## src/rtl/ow_search_pkg.sv

```systemverilog
package ow_search_pkg;

    typedef enum logic [1:0] {
        PH_IDLE = 2'd0,
        PH_CMD  = 2'd1,
        PH_SRCH = 2'd2,
        PH_ADDR = 2'd3
    } phase_e;

    typedef enum logic [1:0] {
        ST_TRUE = 2'd0,
        ST_COMP = 2'd1,
        ST_PICK = 2'd2
    } step_e;

endpackage

```

## src/rtl/ow_id_mux.sv

```systemverilog
module ow_id_mux #(
    parameter int ID_W = 64,
    parameter logic [ID_W-1:0] ROM_ID = '0,
    localparam int POS_W = $clog2(ID_W)
) (
    input  logic [POS_W-1:0] pos_i,
    output logic             bit_o
);

    logic [ID_W-1:0] id_vec;

    for (genvar g = 0; g < ID_W; g++) begin : g_bits
        assign id_vec[g] = ROM_ID[g];
    end

    assign bit_o = id_vec[pos_i];

endmodule

```

## src/rtl/ow_cmd_shift.sv

```systemverilog
module ow_cmd_shift #(
    parameter int CMD_W = 8,
    parameter logic [CMD_W-1:0] MATCH = 8'hF0,
    localparam int CNT_W = $clog2(CMD_W)
) (
    input  logic clk,
    input  logic rst_n,
    input  logic clear_i,
    input  logic shift_i,
    input  logic bit_i,
    output logic last_o,
    output logic hit_o
);

    typedef struct packed {
        logic [CMD_W-1:0] sr;
        logic [CNT_W-1:0] cnt;
    } sh_t;

    sh_t sh_d, sh_q;
    logic [CMD_W-1:0] word;

    always_comb begin
        sh_d   = sh_q;
        last_o = (sh_q.cnt == CNT_W'(CMD_W - 1));
        word   = {bit_i, sh_q.sr[CMD_W-1:1]};
        hit_o  = (word == MATCH);
        if (clear_i) begin
            sh_d = '0;
        end else if (shift_i) begin
            sh_d.sr  = word;
            sh_d.cnt = last_o ? '0 : sh_q.cnt + 1'b1;
        end
    end

    always_ff @(posedge clk or negedge rst_n) begin
        if (!rst_n) sh_q <= '0;
        else        sh_q <= sh_d;
    end

endmodule

```

## src/rtl/ow_search_fsm.sv

```systemverilog
module ow_search_fsm
    import ow_search_pkg::*;
#(
    parameter int ID_W = 64,
    localparam int POS_W = $clog2(ID_W)
) (
    input  logic             clk,
    input  logic             rst_n,
    input  logic             slot_reset_i,
    input  logic             slot_read_i,
    input  logic             slot_write_i,
    input  logic             write_bit_i,
    input  logic             id_bit_i,
    input  logic             cmd_last_i,
    input  logic             cmd_hit_i,
    output logic             cmd_shift_o,
    output logic [POS_W-1:0] pos_o,
    output logic             pull_low_o,
    output logic             addressed_o
);

    typedef struct packed {
        phase_e           phase;
        step_e            step;
        logic [POS_W-1:0] pos;
    } fsm_t;

    fsm_t st_d, st_q;

    always_comb begin
        st_d        = st_q;
        pull_low_o  = 1'b0;
        cmd_shift_o = 1'b0;
        if (slot_reset_i) begin
            pull_low_o = 1'b1;
            st_d.phase = PH_CMD;
            st_d.step  = ST_TRUE;
            st_d.pos   = '0;
        end else begin
            unique case (st_q.phase)
                PH_CMD: begin
                    if (slot_write_i) begin
                        cmd_shift_o = 1'b1;
                        if (cmd_last_i) begin
                            st_d.phase = cmd_hit_i ? PH_SRCH : PH_IDLE;
                            st_d.step  = ST_TRUE;
                            st_d.pos   = '0;
                        end
                    end
                end
                PH_SRCH: begin
                    if (slot_read_i) begin
                        unique case (st_q.step)
                            ST_TRUE: begin
                                pull_low_o = ~id_bit_i;
                                st_d.step  = ST_COMP;
                            end
                            ST_COMP: begin
                                pull_low_o = id_bit_i;
                                st_d.step  = ST_PICK;
                            end
                            default: ;
                        endcase
                    end else if (slot_write_i && st_q.step == ST_PICK) begin
                        if (write_bit_i != id_bit_i) begin
                            st_d.phase = PH_IDLE;
                        end else if (st_q.pos == POS_W'(ID_W - 1)) begin
                            st_d.phase = PH_ADDR;
                        end else begin
                            st_d.pos  = st_q.pos + 1'b1;
                            st_d.step = ST_TRUE;
                        end
                    end
                end
                default: ;
            endcase
        end
    end

    always_ff @(posedge clk or negedge rst_n) begin
        if (!rst_n) begin
            st_q.phase <= PH_IDLE;
            st_q.step  <= ST_TRUE;
            st_q.pos   <= '0;
        end else begin
            st_q <= st_d;
        end
    end

    assign pos_o       = st_q.pos;
    assign addressed_o = (st_q.phase == PH_ADDR);

endmodule

```

## src/rtl/ow_search_responder.sv

```systemverilog
module ow_search_responder #(
    parameter int ID_W = 64,
    parameter logic [ID_W-1:0] ROM_ID = 64'h0123_4567_89AB_CDEF,
    parameter int CMD_W = 8,
    parameter logic [CMD_W-1:0] SEARCH_CMD = 8'hF0
) (
    input  logic clk,
    input  logic rst_n,
    input  logic slot_reset_i,
    input  logic slot_read_i,
    input  logic slot_write_i,
    input  logic write_bit_i,
    output logic pull_low_o,
    output logic addressed_o
);

    localparam int POS_W = $clog2(ID_W);

    logic [POS_W-1:0] pos;
    logic id_bit, cmd_shift, cmd_last, cmd_hit;

    ow_id_mux #(.ID_W(ID_W), .ROM_ID(ROM_ID)) u_mux (
        .pos_i (pos),
        .bit_o (id_bit)
    );

    ow_cmd_shift #(.CMD_W(CMD_W), .MATCH(SEARCH_CMD)) u_cmd (
        .clk     (clk),
        .rst_n   (rst_n),
        .clear_i (slot_reset_i),
        .shift_i (cmd_shift),
        .bit_i   (write_bit_i),
        .last_o  (cmd_last),
        .hit_o   (cmd_hit)
    );

    ow_search_fsm #(.ID_W(ID_W)) u_fsm (
        .clk          (clk),
        .rst_n        (rst_n),
        .slot_reset_i (slot_reset_i),
        .slot_read_i  (slot_read_i),
        .slot_write_i (slot_write_i),
        .write_bit_i  (write_bit_i),
        .id_bit_i     (id_bit),
        .cmd_last_i   (cmd_last),
        .cmd_hit_i    (cmd_hit),
        .cmd_shift_o  (cmd_shift),
        .pos_o        (pos),
        .pull_low_o   (pull_low_o),
        .addressed_o  (addressed_o)
    );

endmodule

```

## config.mk

```make
export PLATFORM = sky130hd
export DESIGN_NAME = ow_search_responder
export DESIGN_NICKNAME = d
export VERILOG_FILES = /design/src/rtl/ow_search_pkg.sv /design/src/rtl/ow_id_mux.sv /design/src/rtl/ow_cmd_shift.sv /design/src/rtl/ow_search_fsm.sv /design/src/rtl/ow_search_responder.sv
export SDC_FILE = /design/constraint.sdc
export NUM_CORES = 1
export LEC_CHECK = 0
export BUFFER_PORTS_ARGS = -buffer_cell sky130_fd_sc_hd__buf_4
export CAP_MARGIN = 20
export CORE_MARGIN = 3
export CORE_UTILIZATION = 27
export DETAILED_ROUTE_END_ITERATION = 16
export PLACE_DENSITY = 0.41
export SYNTH_ARGS = -nofsm -noshare
export SYNTH_HDL_FRONTEND = slang
export SYNTH_SLANG_ARGS = --single-unit
```

## constraint.sdc

```tcl
create_clock -name clk -period 2.2 [get_ports clk]
set_input_delay 0.44 -clock clk [delete_from_list [all_inputs] [get_ports clk]]
set_output_delay 0.44 -clock clk [all_outputs]
set_load 0.01 [all_outputs]
```

==> run metrics, run 1 <==
gpl congestion 0.7904; Clock Tree Root clkbuf_8; clk buf depth 2; DRT Pass-1 Iters 4; Antenna Nets Post-Route 0; initial antenna violation count 0; utilization after layout 0.3805; Remaining Overflow, GRT 0; Setup WS post-layout -465.3 ps; worst IR drop on VDD 195.2 uV; Hold WS 50.79 ps; global-route wire length before repair 5727 um; critical path type flip-flop to primary output; Post-Synthesis Cells 155; clock power share 0.448; pwr dens between 400 and 500 nW/um^2; syn nets 170; synthesized flop and latch total 20; vias in the first global route 1203; chip width 77.20 um; Vias roughly 1200; post-synthesis sequential area ratio 0.3656; most frequent cells in the layout nand2_1, buf_4, dfrtp_1; most common cell after layout, fill and taps aside nand2_1; total track usage 0.1184; RSZ-0062 raised after global routing true; Crit path arrival time 2230 ps; ANT cells 0; failing checks setup timing; # port buffers 7; pins over their slew limit 0; Tmin final 2665 ps; Unique masters post-synth between 40 and 50; I/O Pins 8; period utilization 1.212; clk_skew a little over 3 ps; CTS clk-pin slew, worst paths approximately 80 ps; hold_buf cts 0; Sw Pwr approximately 0.19 mW; EDFF count, synth 0; Critical Path Slowest Stage Cell mux4_2; Initial Utilization 0.2842; die area 5960 um^2; FP Rows 25; CP delay by family, top multiplexers; HP Class input port to async pin; Die H approximately 77 um; Nets 195; TritonCTS clock tree yes; Comb power frac 0.103; final hold vios 0; crit-path max FO 5; layout cells sized above 1 0.3017; drt initial violations 58; Syn Area/Cell between 8 and 9 um^2; dpl ws -264.6 ps; MaxCap Viol Count 0; worst path bufs/invs 2; P_leak 0.7625 nW; synthesized area 1369 um^2; placed wire-length estimate 2457 um; Rel. slew slack 0.6556; area grow syn2layout 33.91%; Worst setup SP type flip-flop; final setup TNS -3167 ps; Worst Setup End Kind primary output; CTS Buf Count 3; clk_lat worst skew 260 ps; largest net degree at the start of global routing 21; DR vias/cell approximately 5.0; slowest stage delay, CP 510 ps; DRC Markers 0; Synth Flop Type dfrtp_1; core box area 4817 um^2; status complete, but fails checks; Worst Path Required 1760 ps; Final Setup Violations 11; Internal roughly 0.65 mW; fill cell count around 520; Sw Share 0.2280; crit path cell chain inv_4, ha_4, mux2i_1, mux4_2, mux2i_4, xnor2_1, a41o_1, buf_4; CTS sink cnt 20; sequential power share 0.448; htree depth 1; per-cell routed wire length 13.57 um; Async SR Flop Fraction 1.000; Worst Max-Slew Pin Slew slightly above 500 ps; Post-Route WL 3339 um; Peak Freq between 300 and 400 MHz; synth warn 0
==> through the flow <==
step,std cells,area (um^2),power [mW]
global route,246,1833,0.8815
CTS,246,1779,0.8538
global placement,238,1609,0.4625
finish,246,1833,0.8466
floorplan,155,1386,0.4260
detailed placement,238,1609,0.4643
==> power groups by stage <==
| stage | registers, mW | clock network [mW] | logic [mW] |
|---|---|---|---|
| 2_1_floorplan | 0.386 | 0 | 0.0403 |
| 3_3_place_gp | 0.386 | 0 | 0.0762 |
| 3_5_place_dp | 0.387 | 0 | 0.0772 |
| 4_1_cts | 0.380 | 0.387 | 0.0867 |
| 5_1_grt | 0.381 | 0.403 | 0.0975 |
| 6_report | 0.380 | 0.380 | 0.0874 |
==> path summary, 6_finish.rpt <==
check / from / endpoint / slack (ps) / cells after the start
worst max-delay path: u_fsm.pos_o[0]$_DFFE_PN0P_ / pull_low_o / -470 / 8
worst max register to register: u_fsm.pos_o[0]$_DFFE_PN0P_ / u_fsm.st_q[8]$_DFFE_PN0P_ / -350 / 11
worst min-delay path: rst_n / u_fsm.st_q[7]$_DFFE_PN0P_ / 50 / 1
max in group asynchronous: rst_n / u_fsm.pos_o[1]$_DFFE_PN0P_ / 1910 / 1
worst min register to register: u_cmd.sh_q[2]$_DFFE_PN0P_ / u_cmd.sh_q[2]$_DFFE_PN0P_ / 540 / 2
min in group clk: slot_read_i / u_fsm.st_q[6]$_DFFE_PN0P_ / 480 / 3
==> area by class of cell <==
class	count	area, um^2	share of cell area
Inverter	6	27.53	0.01502
Sequential cell	20	503.0	0.2744
Clock buffer	3	41.29	0.02253
Tap cell	67	83.83	0.04573
Multi-Input combinational cell	120	914.6	0.4990
Clock inverter	1	30.03	0.01638
Timing Repair Buffer	29	232.7	0.1270
==> synth_stat cells, types with 2 or more instances <==
cell / instances / area, um^2
xnor2_1: 5 / 43.79
dfrtp_1: 20 / 500.5
buf_6: 2 / 22.52
ha_1: 9 / 112.6
mux2i_1: 5 / 50.05
nand2_1: 30 / 112.6
and2_1: 2 / 12.51
a21oi_1: 17 / 85.08
o211ai_1: 2 / 15.01
nand3_1: 6 / 30.03
nor2_1: 8 / 30.03
inv_1: 6 / 22.52
clkbuf_1: 6 / 22.52
nand3b_1: 2 / 15.01
a32oi_1: 2 / 17.52
o22a_1: 2 / 17.52
o21ai_0: 5 / 25.02
a211o_1: 2 / 17.52
nand4_1: 2 / 12.51
==> registers in the layout (all words and copies together) (netlist names) <==
name,count
u_fsm.pos_o,6
u_fsm.st_q,4
u_cmd.sh_q,10
==> repair_timing <==
action                                  4_1_cts  5_1_grt
buffers inserted                              4        0
pin swaps                                     4        3
endpoints found under the setup margin       11       11
gates resized for setup                      13       11
==> routing by layer <==
layer,vias up,track usage,part of all wire
met5,-,0,0
met4,0,0.02669,0.0045
met3,2,0.02230,0.035
met2,24,0.1874,0.47
met1,587,0.1668,0.49
li1,605,-,-
==> worst reg2reg max path, cell delays in order, from the launching register on <==
cell and delay [ps]:
dfrtp_2 440, inv_4 60, ha_4 260, mux2i_1 60, mux4_2 510, buf_4 160
buf_6 120, xnor2_4 140, o22a_1 240, buf_6 140, a311oi_1 240, a21oi_1 60
==> logic make-up after synthesis <==
kind of cell,Yosys count,synth area share
buffers and inverters,15,0.05210
adder cells (fa/ha/maj),9,0.08227
flip-flops,20,0.3656
AO/OA/AOI/OAI,42,0.2121
multiplexers,6,0.05302
XOR/XNOR,5,0.03199
AND/OR/NAND/NOR,58,0.2029
Note: power is estimated with default switching activity, not from simulation.
==> run 2, diff against run 1 <==
--- a/config.mk
+++ b/config.mk
@@ -9,7 +9,7 @@
 export CAP_MARGIN = 20
 export CORE_MARGIN = 3
-export CORE_UTILIZATION = 27
+export CORE_UTILIZATION = 54
 export DETAILED_ROUTE_END_ITERATION = 16
-export PLACE_DENSITY = 0.41
+export PLACE_DENSITY = 0.73
 export SYNTH_ARGS = -nofsm -noshare
 export SYNTH_HDL_FRONTEND = slang
==> constraint.sdc (replaced) <==
create_clock -name clk -period 2.2 [get_ports clk]
set_input_delay 0.22 -clock clk [delete_from_list [all_inputs] [get_ports clk]]
set_output_delay 0.22 -clock clk [all_outputs]
set_load 0.01 [all_outputs]
==> run 2 against run 1 <==
The flow still finishes with violations (setup timing). Register-to-register slack improved by 50 ps. First-iteration DRC count increased by 47%. Sequential power about the same. Die area decreased by 47%. Global-route usage increased by 12 points. Clock power decreased by 18%. Cell count decreased by 17%. Core utilization increased by 37 points.
==> run metrics, run 2 (same netlist as run 1, synthesis figures left out) <==
status complete, but fails checks; failing checks setup timing; ANT cells 0 (unchanged); TritonCTS clock tree yes; Clock Tree Root clkbuf_4; slowest stage delay, CP 550 ps (+40 ps); Most flops, register u_cmd.sh_q; hold path cells 2; Worst Max-Slew Pin Slew 559.3 ps (+44.65 ps); crit path cell chain inv_4, ha_1, mux2i_1, mux4_2, mux2i_4, xnor2_1, a41o_1, buf_6; clk buf depth 2 (unchanged); max reg flops 10 (unchanged); largest net degree at the start of global routing 21 (unchanged); CTS Buf Count 3 (unchanged); Remaining Overflow, GRT 0 (unchanged); # port buffers 7 (unchanged); period utilization 1.161 (-0.05014); global-route wire length before repair 6003 um (+4.8%); Nets 192 (-1.5%); Hold WS 194.9 ps (+144.1 ps); final setup TNS -2708 ps (+458.8 ps); htree depth 1 (unchanged); most frequent cells in the layout nand2_1, buf_4, dfrtp_1; DRC Markers 0 (unchanged); Final Setup Violations 11 (unchanged); DR vias/cell 6.196 (+25%); per-cell routed wire length 17.27 um (+27%); crit-path max FO 5 (unchanged); drt initial violations 85 (+47%); reg2reg start u_fsm.pos_o[0]$_DFFE_PN0P_; RSZ-0062 raised after global routing true; die area 3175 um^2 (-47%); CTS clk-pin slew, worst paths 120 ps (+40 ps); critical path type flip-flop to primary output; Initial Utilization 0.5959 (+0.3117); initial antenna violation count 0 (unchanged); r2r setup slk -300 ps (+50 ps); placed wire-length estimate 2267 um (-7.8%); hold-critical path endpoint u_cmd.sh_q[2]$_DFFE_PN0P_; I/O Pins 8 (unchanged); most common cell after layout, fill and taps aside nand2_1; DRT Pass-1 Iters 4 (unchanged); utilization after layout 0.7473 (+0.3668); Peak Freq 391.4 MHz (+4.3%); Worst R2R End u_fsm.pos_o[3]$_DFFE_PN0P_; Antenna Nets Post-Route 0 (unchanged); Vias 1264 (+3.8%); worst setup path startpoint u_fsm.pos_o[0]$_DFFE_PN0P_; Worst setup SP type flip-flop; clk_lat worst skew 320 ps (+60 ps); Crit path arrival time 2340 ps (+110 ps); Setup WS post-layout -355.0 ps (+110.3 ps); chip width 56.35 um (-27%); HP Class input port to flip-flop; P_leak 0.7330 nW (-3.9%); hold_sp slot_reset_i; CTS sink cnt 20 (unchanged); worst IR drop on VDD 406.4 uV (+110%); final hold vios 0 (unchanged); area grow syn2layout 25.41%; Worst Setup End Kind primary output; Post-Route WL 3523 um (+5.5%); Die H 56.35 um (-27%); CP delay by family, top multiplexers; Design Power 0.7805 mW (-7.8%); worst r2r path cells 10 (-1); worst path bufs/invs 2 (unchanged); core box area 2297 um^2 (-52%); Rel. slew slack 0.6232 (-0.03244); dpl ws -142.4 ps (+122.2 ps); clk_skew 10.70 ps (+7.670 ps); MaxCap Viol Count 0 (unchanged); FP Rows 17 (-32%); pwr dens 454.7 nW/um^2 (-1.6%); Tmin final 2555 ps (-110.3 ps); pins over their slew limit 0 (unchanged); vias in the first global route 1221 (+1.5%); layout cells sized above 1 0.2614 (-0.04031); total track usage 0.2398 (+0.1213); Worst Path Required 1980 ps (+220 ps); Critical Path Slowest Stage Cell mux4_2; gpl congestion 0.8870 (+12%)
==> run 2: cell count changes in the layout (fill, tap and decap cells not counted), moves of 2 or more <==
cell and change:
buf_4 -3, clkbuf_4 +3, clkbuf_8 -3, a21oi_2 -2, o21ai_0 +2, o311ai_2 +2
==> run 2: stage by stage <==
step / cell area [um^2] / std cells
after floorplan: 1390 / 155
after global placement: 1526 / 194
after detailed placement: 1526 / 194
after CTS: 1700 / 204
after global routing: 1717 / 204
final: 1717 / 204
==> run 2: cell type report <==
class	count	area (um^2)
Clock inverter	1	30.03
Fill cell	168	580.6
Timing Repair Buffer	26	209.0
Inverter	6	25.02
Multi-Input combinational cell	120	892.1
Clock buffer	3	22.52
Tap cell	28	35.03
Sequential cell	20	503.0
==> run 2: how the worst max path moves through the flow <==
stage	endpoint	slack (ps)	depth (start not counted)
after floorplan	u_fsm.pos_o[2]$_DFFE_PN0P_	-60	8
after global placement	pull_low_o	-110	8
after detailed placement	pull_low_o	-140	9
after CTS	pull_low_o	-340	9
after global routing	pull_low_o	-440	8
final	pull_low_o	-360	8
==> run 2: worst register-to-register path, stage by stage, from the launching register on <==
cell      delay (ps)
dfrtp_2          470
inv_4             90
ha_1             160
mux2i_1          120
mux4_2           550
buf_4            180
xnor2_4          140
o22a_2           280
buf_4            140
o211ai_1         170
nand2_1           80
==> run 2: timing repair <==
item | 4_1_cts | 5_1_grt
buffers inserted | 5 | 0
gates resized for setup | 11 | 5
hold endpoints to repair | 20 | 0
hold buffers | 1 | 0
cloned | 0 | 0
setup endpoints to repair | 11 | 11
pin swaps | 7 | 0
==> run 2: routing by layer <==
metal | global-route usage | vias up | routed length [um]
met3 | 0.05287 | 5 | 186
li1 | - | 591 | -
met4 | 0.08136 | 0 | 41
met5 | 0 | - | 0
met1 | 0.3353 | 615 | 1575
met2 | 0.3656 | 53 | 1719
==> run 2: power breakdown <==
| group | switching, mW | internal [mW] | total, mW |
|---|---|---|---|
| Combinational | 0.0511 | 0.0388 | 0.0899 |
| Sequential | 0.00560 | 0.374 | 0.380 |
| Clock | 0.126 | 0.184 | 0.311 |
